$ cat config.mk
export PLATFORM = sky130hd
export DESIGN_NAME = adc_start_ctrl
export DESIGN_NICKNAME = d
export VERILOG_FILES = /design/src/rtl/adc_seq_pkg.sv /design/src/rtl/adc_prescaler.sv /design/src/rtl/adc_trig_select.sv /design/src/rtl/adc_conv_seq.sv /design/src/rtl/adc_start_ctrl.sv
export SDC_FILE = /design/constraint.sdc
export NUM_CORES = 1
export LEC_CHECK = 0
export BUFFER_PORTS_ARGS = -buffer_cell sky130_fd_sc_hd__buf_2
export CAP_MARGIN = 20
export CORE_MARGIN = 2
export CORE_UTILIZATION = 30
export CTS_CLUSTER_DIAMETER = 60
export CTS_CLUSTER_SIZE = 24
export DETAILED_ROUTE_END_ITERATION = 6
export PLACE_DENSITY_LB_ADDON = 0.15
export SYNTH_ARGS = -nofsm -noshare
export SYNTH_HDL_FRONTEND = slang
export SYNTH_SLANG_ARGS = --single-unit
$ cat constraint.sdc
create_clock -name clk -period 2.09 [get_ports clk]
set_clock_uncertainty 0.1 [all_clocks]
set_input_delay 0.209 -clock clk [delete_from_list [all_inputs] [get_ports clk]]
set_output_delay 0.209 -clock clk [all_outputs]
set_load 0.05 [all_outputs]
$ cat src/rtl/adc_seq_pkg.sv
// Shared types for the conversion start controller.
// Assumes nothing beyond a single clock domain.
package adc_seq_pkg;

    // Sequencer state: waiting for a start, or counting prescaled ticks.
    typedef enum logic {
        SEQ_IDLE = 1'b0,
        SEQ_BUSY = 1'b1
    } seq_state_e;

    // Start requests that may launch a conversion in one cycle.
    typedef struct packed {
        logic by_sw;
        logic by_trig;
    } start_req_t;

endpackage

$ cat src/rtl/adc_prescaler.sv
// Free-running prescaler producing one tick every D system cycles.
// D is 2 for select 0 or 1, and 2^sel otherwise. The select is captured
// on load_sel so that a conversion keeps one ratio. restart zeroes the count.
// Assumes restart and load_sel are single-cycle strobes from the sequencer.
module adc_prescaler #(
    parameter int unsigned PSEL_W = 3,
    localparam int unsigned CNT_W = (1 << PSEL_W) - 1
) (
    input  logic              clk,
    input  logic              rst_n,
    input  logic              restart,
    input  logic              load_sel,
    input  logic [PSEL_W-1:0] psel_in,
    output logic              tick
);

    logic [CNT_W-1:0]  cnt_q;
    logic [PSEL_W-1:0] psel_q;
    logic [CNT_W-1:0]  mask;
    int                shift;

    // Count system cycles; a triggered start forces the count back to zero.
    always_ff @(posedge clk) begin
        if (!rst_n) begin
            cnt_q <= '0;
        end else if (restart) begin
            cnt_q <= '0;
        end else begin
            cnt_q <= cnt_q + 1'b1;
        end
    end

    // Capture the ratio select at every conversion start.
    always_ff @(posedge clk) begin
        if (!rst_n) begin
            psel_q <= '0;
        end else if (load_sel) begin
            psel_q <= psel_in;
        end
    end

    // Build a mask of the low count bits that must all be one for a tick.
    always_comb begin
        shift = (psel_q == '0) ? 1 : int'(psel_q);
        for (int i = 0; i < CNT_W; i++) begin
            mask[i] = (i < shift);
        end
    end

    // Tick on the last cycle of each prescaled period.
    assign tick = ((cnt_q & mask) == mask);

    // a prescaler reset can never be followed at once by a tick
    pre_restart_chk: assert property (@(posedge clk) disable iff (!rst_n)
        restart |=> !tick);

endmodule

$ cat src/rtl/adc_trig_select.sv
// Trigger source multiplexer and rising-edge detector on the system clock.
// Source 0 is the block's own completion flag; sources 1..N-1 are external.
// Assumes the select changes only while the selected source is low.
module adc_trig_select #(
    parameter int unsigned N_SRC = 8,
    localparam int unsigned SEL_W = $clog2(N_SRC)
) (
    input  logic             clk,
    input  logic             rst_n,
    input  logic [SEL_W-1:0] sel,
    input  logic [N_SRC-2:0] ext_src,
    input  logic             self_flag,
    output logic             rise
);

    logic [N_SRC-1:0] src_vec;
    logic             sel_now;
    logic             sel_prev_q;

    // Gather the flag and the external lines into one indexable vector.
    assign src_vec = {ext_src, self_flag};
    assign sel_now = src_vec[sel];

    // Remember the previous level of the selected source.
    always_ff @(posedge clk) begin
        if (!rst_n) begin
            sel_prev_q <= 1'b0;
        end else begin
            sel_prev_q <= sel_now;
        end
    end

    // A rising edge is high now after low in the previous cycle.
    assign rise = sel_now & ~sel_prev_q;

    // an edge is reported once, never on two cycles in a row
    rise_once_chk: assert property (@(posedge clk) disable iff (!rst_n)
        rise |=> !rise);

endmodule

$ cat src/rtl/adc_conv_seq.sv
// Conversion sequencer: accepts software or trigger starts while idle,
// counts CONV_TICKS prescaled ticks, then ends the busy period and sets
// the completion flag. A set in the same cycle as a clear wins.
// Assumes tick comes from a prescaler restarted by start_trig.
module adc_conv_seq #(
    parameter int unsigned CONV_TICKS = 13,
    localparam int unsigned TC_W = $clog2(CONV_TICKS)
) (
    input  logic clk,
    input  logic rst_n,
    input  logic pwr_down,
    input  logic sw_start,
    input  logic auto_en,
    input  logic trig_rise,
    input  logic tick,
    input  logic flag_clr,
    output logic busy,
    output logic flag,
    output logic start_trig,
    output logic start_any
);
    import adc_seq_pkg::*;

    seq_state_e     state_q;
    logic [TC_W-1:0] tick_cnt_q;
    logic           complete;
    logic           flag_q;
    start_req_t     req;

    // Qualify both start sources: idle and powered only.
    always_comb begin
        req.by_sw   = sw_start & ~pwr_down & (state_q == SEQ_IDLE);
        req.by_trig = auto_en & trig_rise & ~pwr_down & (state_q == SEQ_IDLE);
    end

    assign start_trig = req.by_trig;
    assign start_any  = req.by_sw | req.by_trig;
    assign busy       = (state_q == SEQ_BUSY);
    assign complete   = busy & tick & (tick_cnt_q == TC_W'(CONV_TICKS - 1));

    // Move between idle and busy.
    always_ff @(posedge clk) begin
        if (!rst_n) begin
            state_q <= SEQ_IDLE;
        end else if (start_any) begin
            state_q <= SEQ_BUSY;
        end else if (complete) begin
            state_q <= SEQ_IDLE;
        end
    end

    // Count prescaled ticks within a conversion.
    always_ff @(posedge clk) begin
        if (!rst_n) begin
            tick_cnt_q <= '0;
        end else if (start_any || complete) begin
            tick_cnt_q <= '0;
        end else if (busy && tick) begin
            tick_cnt_q <= tick_cnt_q + 1'b1;
        end
    end

    // Completion flag: set at the end of each conversion, cleared by write-one.
    always_ff @(posedge clk) begin
        if (!rst_n) begin
            flag_q <= 1'b0;
        end else if (complete) begin
            flag_q <= 1'b1;
        end else if (flag_clr) begin
            flag_q <= 1'b0;
        end
    end

    assign flag = flag_q;


    busy_hold_chk: assert property (@(posedge clk) disable iff (!rst_n)
        busy && !complete |=> busy);


    trig_ignored_chk: assert property (@(posedge clk) disable iff (!rst_n)
        busy && trig_rise && !complete |=> tick_cnt_q >= $past(tick_cnt_q));


    flag_set_chk: assert property (@(posedge clk) disable iff (!rst_n)
        complete |=> flag);


    flag_clr_chk: assert property (@(posedge clk) disable iff (!rst_n)
        flag_clr && !complete |=> !flag);


    tick_range_chk: assert property (@(posedge clk) disable iff (!rst_n)
        tick_cnt_q < TC_W'(CONV_TICKS));

endmodule

$ cat src/rtl/adc_start_ctrl.sv
// Top of the conversion start and trigger controller. It ties the trigger
// selector, the prescaler and the sequencer together, holds the channel
// pending until the converter is idle, and gates the interrupt.
// Assumes trig_sel and presc_sel change only between conversions.
module adc_start_ctrl #(
    parameter int unsigned N_TRIG     = 8,
    parameter int unsigned PSEL_W     = 3,
    parameter int unsigned CH_W       = 3,
    parameter int unsigned CONV_TICKS = 13,
    localparam int unsigned TSEL_W    = $clog2(N_TRIG)
) (
    input  logic              clk,
    input  logic              rst_n,
    input  logic              pwr_down,
    input  logic              start_wr,
    input  logic              auto_en,
    input  logic [TSEL_W-1:0] trig_sel,
    input  logic [N_TRIG-2:0] ext_trig,
    input  logic [PSEL_W-1:0] presc_sel,
    input  logic              chan_wr,
    input  logic [CH_W-1:0]   chan_wdata,
    input  logic              flag_clr,
    input  logic              irq_en,
    input  logic              glob_irq_en,
    output logic              start_bit,
    output logic              done_flag,
    output logic              irq,
    output logic [CH_W-1:0]   chan_active
);

    logic            trig_rise;
    logic            tick;
    logic            busy;
    logic            flag;
    logic            start_trig;
    logic            start_any;
    logic [CH_W-1:0] chan_pend_q;
    logic [CH_W-1:0] chan_next;
    logic [CH_W-1:0] chan_act_q;

    adc_trig_select #(.N_SRC(N_TRIG)) u_trig (
        .clk       (clk),
        .rst_n     (rst_n),
        .sel       (trig_sel),
        .ext_src   (ext_trig),
        .self_flag (flag),
        .rise      (trig_rise)
    );

    adc_prescaler #(.PSEL_W(PSEL_W)) u_presc (
        .clk      (clk),
        .rst_n    (rst_n),
        .restart  (start_trig),
        .load_sel (start_any),
        .psel_in  (presc_sel),
        .tick     (tick)
    );

    adc_conv_seq #(.CONV_TICKS(CONV_TICKS)) u_seq (
        .clk        (clk),
        .rst_n      (rst_n),
        .pwr_down   (pwr_down),
        .sw_start   (start_wr),
        .auto_en    (auto_en),
        .trig_rise  (trig_rise),
        .tick       (tick),
        .flag_clr   (flag_clr),
        .busy       (busy),
        .flag       (flag),
        .start_trig (start_trig),
        .start_any  (start_any)
    );

    // Newest channel value, including a write in this very cycle.
    assign chan_next = chan_wr ? chan_wdata : chan_pend_q;

    // Hold the last written channel number.
    always_ff @(posedge clk) begin
        if (!rst_n) begin
            chan_pend_q <= '0;
        end else begin
            chan_pend_q <= chan_next;
        end
    end

    // Pass the pending channel to the converter only while idle.
    always_ff @(posedge clk) begin
        if (!rst_n) begin
            chan_act_q <= '0;
        end else if (!busy) begin
            chan_act_q <= chan_next;
        end
    end

    assign start_bit   = busy;
    assign done_flag   = flag;
    assign chan_active = chan_act_q;
    assign irq         = flag & irq_en & glob_irq_en;


    chan_hold_chk: assert property (@(posedge clk) disable iff (!rst_n)
        start_bit |=> $stable(chan_active));


    pwr_block_chk: assert property (@(posedge clk) disable iff (!rst_n)
        !start_bit && pwr_down |=> !start_bit);

endmodule

==> results.yml <==
critical_path:
  cp_max_fo: 11
  cp_slowest_stage_delay_ps: 630
  worst-path-buf-inv: 0
  path_class: "reg2reg"
  rrSetupSlack_ps: 250
  cp.required_ps: 2130
  crit_family: "simple AND/OR/NAND/NOR gates"
  worstReg2RegEnd: "u_presc.cnt_q[4]"
  r2r-start: "u_seq.busy"
  cp-end-kind: "flip-flop"
  startpoint_type: "flip-flop"
  path_cells: "or4b_4, o31ai_2, nor2_1"
  worst-endpoint-arrival_ps: 1880
  slowest_stage: "or4b_4"
  reg2reg_depth: 3
yosys:
  synth-edff-count: 0
  synthArstFlopShare_pct: 0
  synth.distinct_cells: 39
  ys_ff_latch: 23
  synth_warnings: 0
  syn_avg_cell_area_um2: 8.79
  synth-seq-area-share_pct: 37.7
  syn_inst: 139
  syn_area_um2: 1220
  syn_nets: 167
  yosys_most_used_dff: "dfxtp_1"
floorplanning:
  ios: 31
  die_y_um: 67.8
  std_cell_rows: 23
  die_x_um: 67.8
  fp.coreArea_um2: 3970
  die_area_um2: 4600
  initial_utilization_pct: 30.7
cells_and_area:
  drive_above_1_share_pct: 24.9
  stdcell_area_um2: 1460
  nFillCells: 422
  n_antenna_cell: 0
  multi_input_area_um2: 722
  regArea_um2: 460
  layout.nets: 198
  area_growth_pct: 19.8
place:
  place.gp.congestion: 0.702
  dpl_cell_area_um2: 1410
  hpwl_um: 2100
  portBuffers: 30
clocking:
  cts_tree: "yes"
  htreeDepth: 1
  numCtsBuffers: 3
  clock_latency_ps: 260
  clockBufferDepth: 2
  path_clk_slew_ps: 90
  cts_setup_buffers: 0
  hold_buffers: 0
  clock-root-buffer: "clkbuf_8"
  cts_resized: 0
  clock_sinks: 23
detailed_routing:
  finalWirelength_um: 2780
  first_pass_iters: 4
  viasPerCell: 5.17
  drcViolationCount: 0
  ant_nets: 0
  vias: 1133
  wire_per_inst_um: 12.7
  drt-initial-drc-count: 45
sta:
  finalHoldViolations: 0
  holdWs_ps: 107
  setup_tns_ps: 0
  final.period_utilization_pct: 88.0
  finalSetupViolCount: 0
  post-route-min-period_ps: 1840
  slew_viol_final: 0
  max_freq_mhz: 544
  rsz0062_at_grt: "false"
  relSlewSlack_pct: 59.4
  tightest_slew_ps: 610
min_path:
  hp-class: "in2reg"
  holdCritStartpoint: "chan_wdata[0]"
  worstHoldEndpoint: "chan_pend_q[0]"
  whs_path_depth: 3
global_routing:
  grt_use_total_pct: 13.6
  grt_pass1_wl_um: 4750
  grt_pass1_vias: 1073
  grt_start_max_net_pins: 15
  grt_overflow: 0
  antenna_found_initial: 0
power_and_ir_drop:
  leakagePower_nw: 0.598
  power.density_nw_per_um2: 644
  irDropWorstVdd_v: 0.000261
run:
  max-cap-violations: 0
outcome:
  status: "finished clean"
placed cells by master (no fill, tap or decap), drive strengths merged, types with 4 or more instances in the layout:
cell     synthesis  final
a211oi           4      4
a21oi            6      6
and3             4      4
buf              3     31
dfxtp           23     23
mux2i            5      5
nand2            8      8
nand3            5      5
nor2            21     21
o2111ai          5      5
o31ai            6      6
or4              5      5
sequential cells by signal, summed over array words and instances (netlist names):
signal             flops
u_presc.cnt_q          7
u_seq.tick_cnt_q       4
chan_active            3
chan_pend_q            3
u_presc.psel_q         3
u_seq.busy             1
u_seq.flag             1
u_trig.sel_prev_q      1
tightest hold or removal path: stages:
cell,delay [ps]
buf_2,80
mux2i_1,70
nor2_1,80
how the worst max path moves through the flow:
stage | from | endpoint | slack, ps | depth (start not counted)
4_1_cts | u_seq.busy | u_presc.cnt_q[4] | 270 | 3
5_1_grt | u_presc.psel_q[1] | u_seq.tick_cnt_q[0] | 80 | 5
3_5_place_dp | u_seq.busy | u_presc.cnt_q[4] | 290 | 3
3_3_place_gp | u_seq.busy | u_presc.psel_q[2] | 340 | 3
6_report | u_seq.busy | u_presc.cnt_q[4] | 250 | 3
2_1_floorplan | u_seq.busy | u_presc.psel_q[0] | 120 | 6
synthesized netlist by cell type, types with 3 or more instances:
cell / n / area, µm²
dfxtp_1: 23 / 460
nor2_1: 21 / 78.8
nand2_1: 8 / 30.0
a21oi_1: 6 / 30.0
mux2i_1: 5 / 50.1
nand3_1: 5 / 25.0
o2111ai_1: 5 / 43.8
o31ai_1: 5 / 37.5
or4_1: 5 / 37.5
a211oi_1: 4 / 30.0
and3_1: 4 / 25.0
a31oi_1: 3 / 18.8
and2_1: 3 / 18.8
ha_1: 3 / 37.5
inv_1: 3 / 11.3
nand2b_1: 3 / 18.8
xnor2_1: 3 / 26.3
stage by stage:
step	worst slack, ps	power [mW]	utilization, %	std cells
2_1_floorplan	122	0.611	-	139
3_3_place_gp	344	0.661	35.6	215
3_5_place_dp	287	0.663	35.6	215
4_1_cts	272	0.952	36.8	219
5_1_grt	77.2	0.990	36.8	219
6_report	250	0.942	36.8	219
layout make-up:
cell class,instances,share of cell area (%)
inverter,3,0.770
tap,50,4.28
clock inverter,1,0.513
clock buffer,3,2.82
sequential,23,31.5
timing repair buffer,31,10.8
multi-input combinational,108,49.4
metal layers:
layer / up-vias / global-route usage [%] / share of wire, %
met1: 533 / 18.2 / 48
met2: 18 / 21.9 / 48
met3: 2 / 2.00 / 2.7
li1: 580 / - / -
met5: - / 0 / 0
met4: 0 / 5.25 / 0.97
cells by family (layout without fill, tap and decap cells):
| logic type | count (synthesis) | in the layout | share of synthesized area [%] |
|---|---|---|---|
| simple gates | 58 | 58 | 24.4 |
| compound gates | 35 | 35 | 22.1 |
| flops | 23 | 23 | 37.7 |
| buf+inv | 8 | 38 | 3.18 |
| mux | 7 | 7 | 5.94 |
| xor+xnor | 5 | 5 | 3.59 |
| fa+ha+maj | 3 | 3 | 3.07 |
where the power goes:
part	leakage (nW)	internal, mW	total, mW	switching, mW
sequential	0.188	0.463	0.489	0.0264
combinational	0.388	0.0643	0.163	0.0989
clock	0.0217	0.135	0.290	0.155
(Power assumes the default switching activity.)
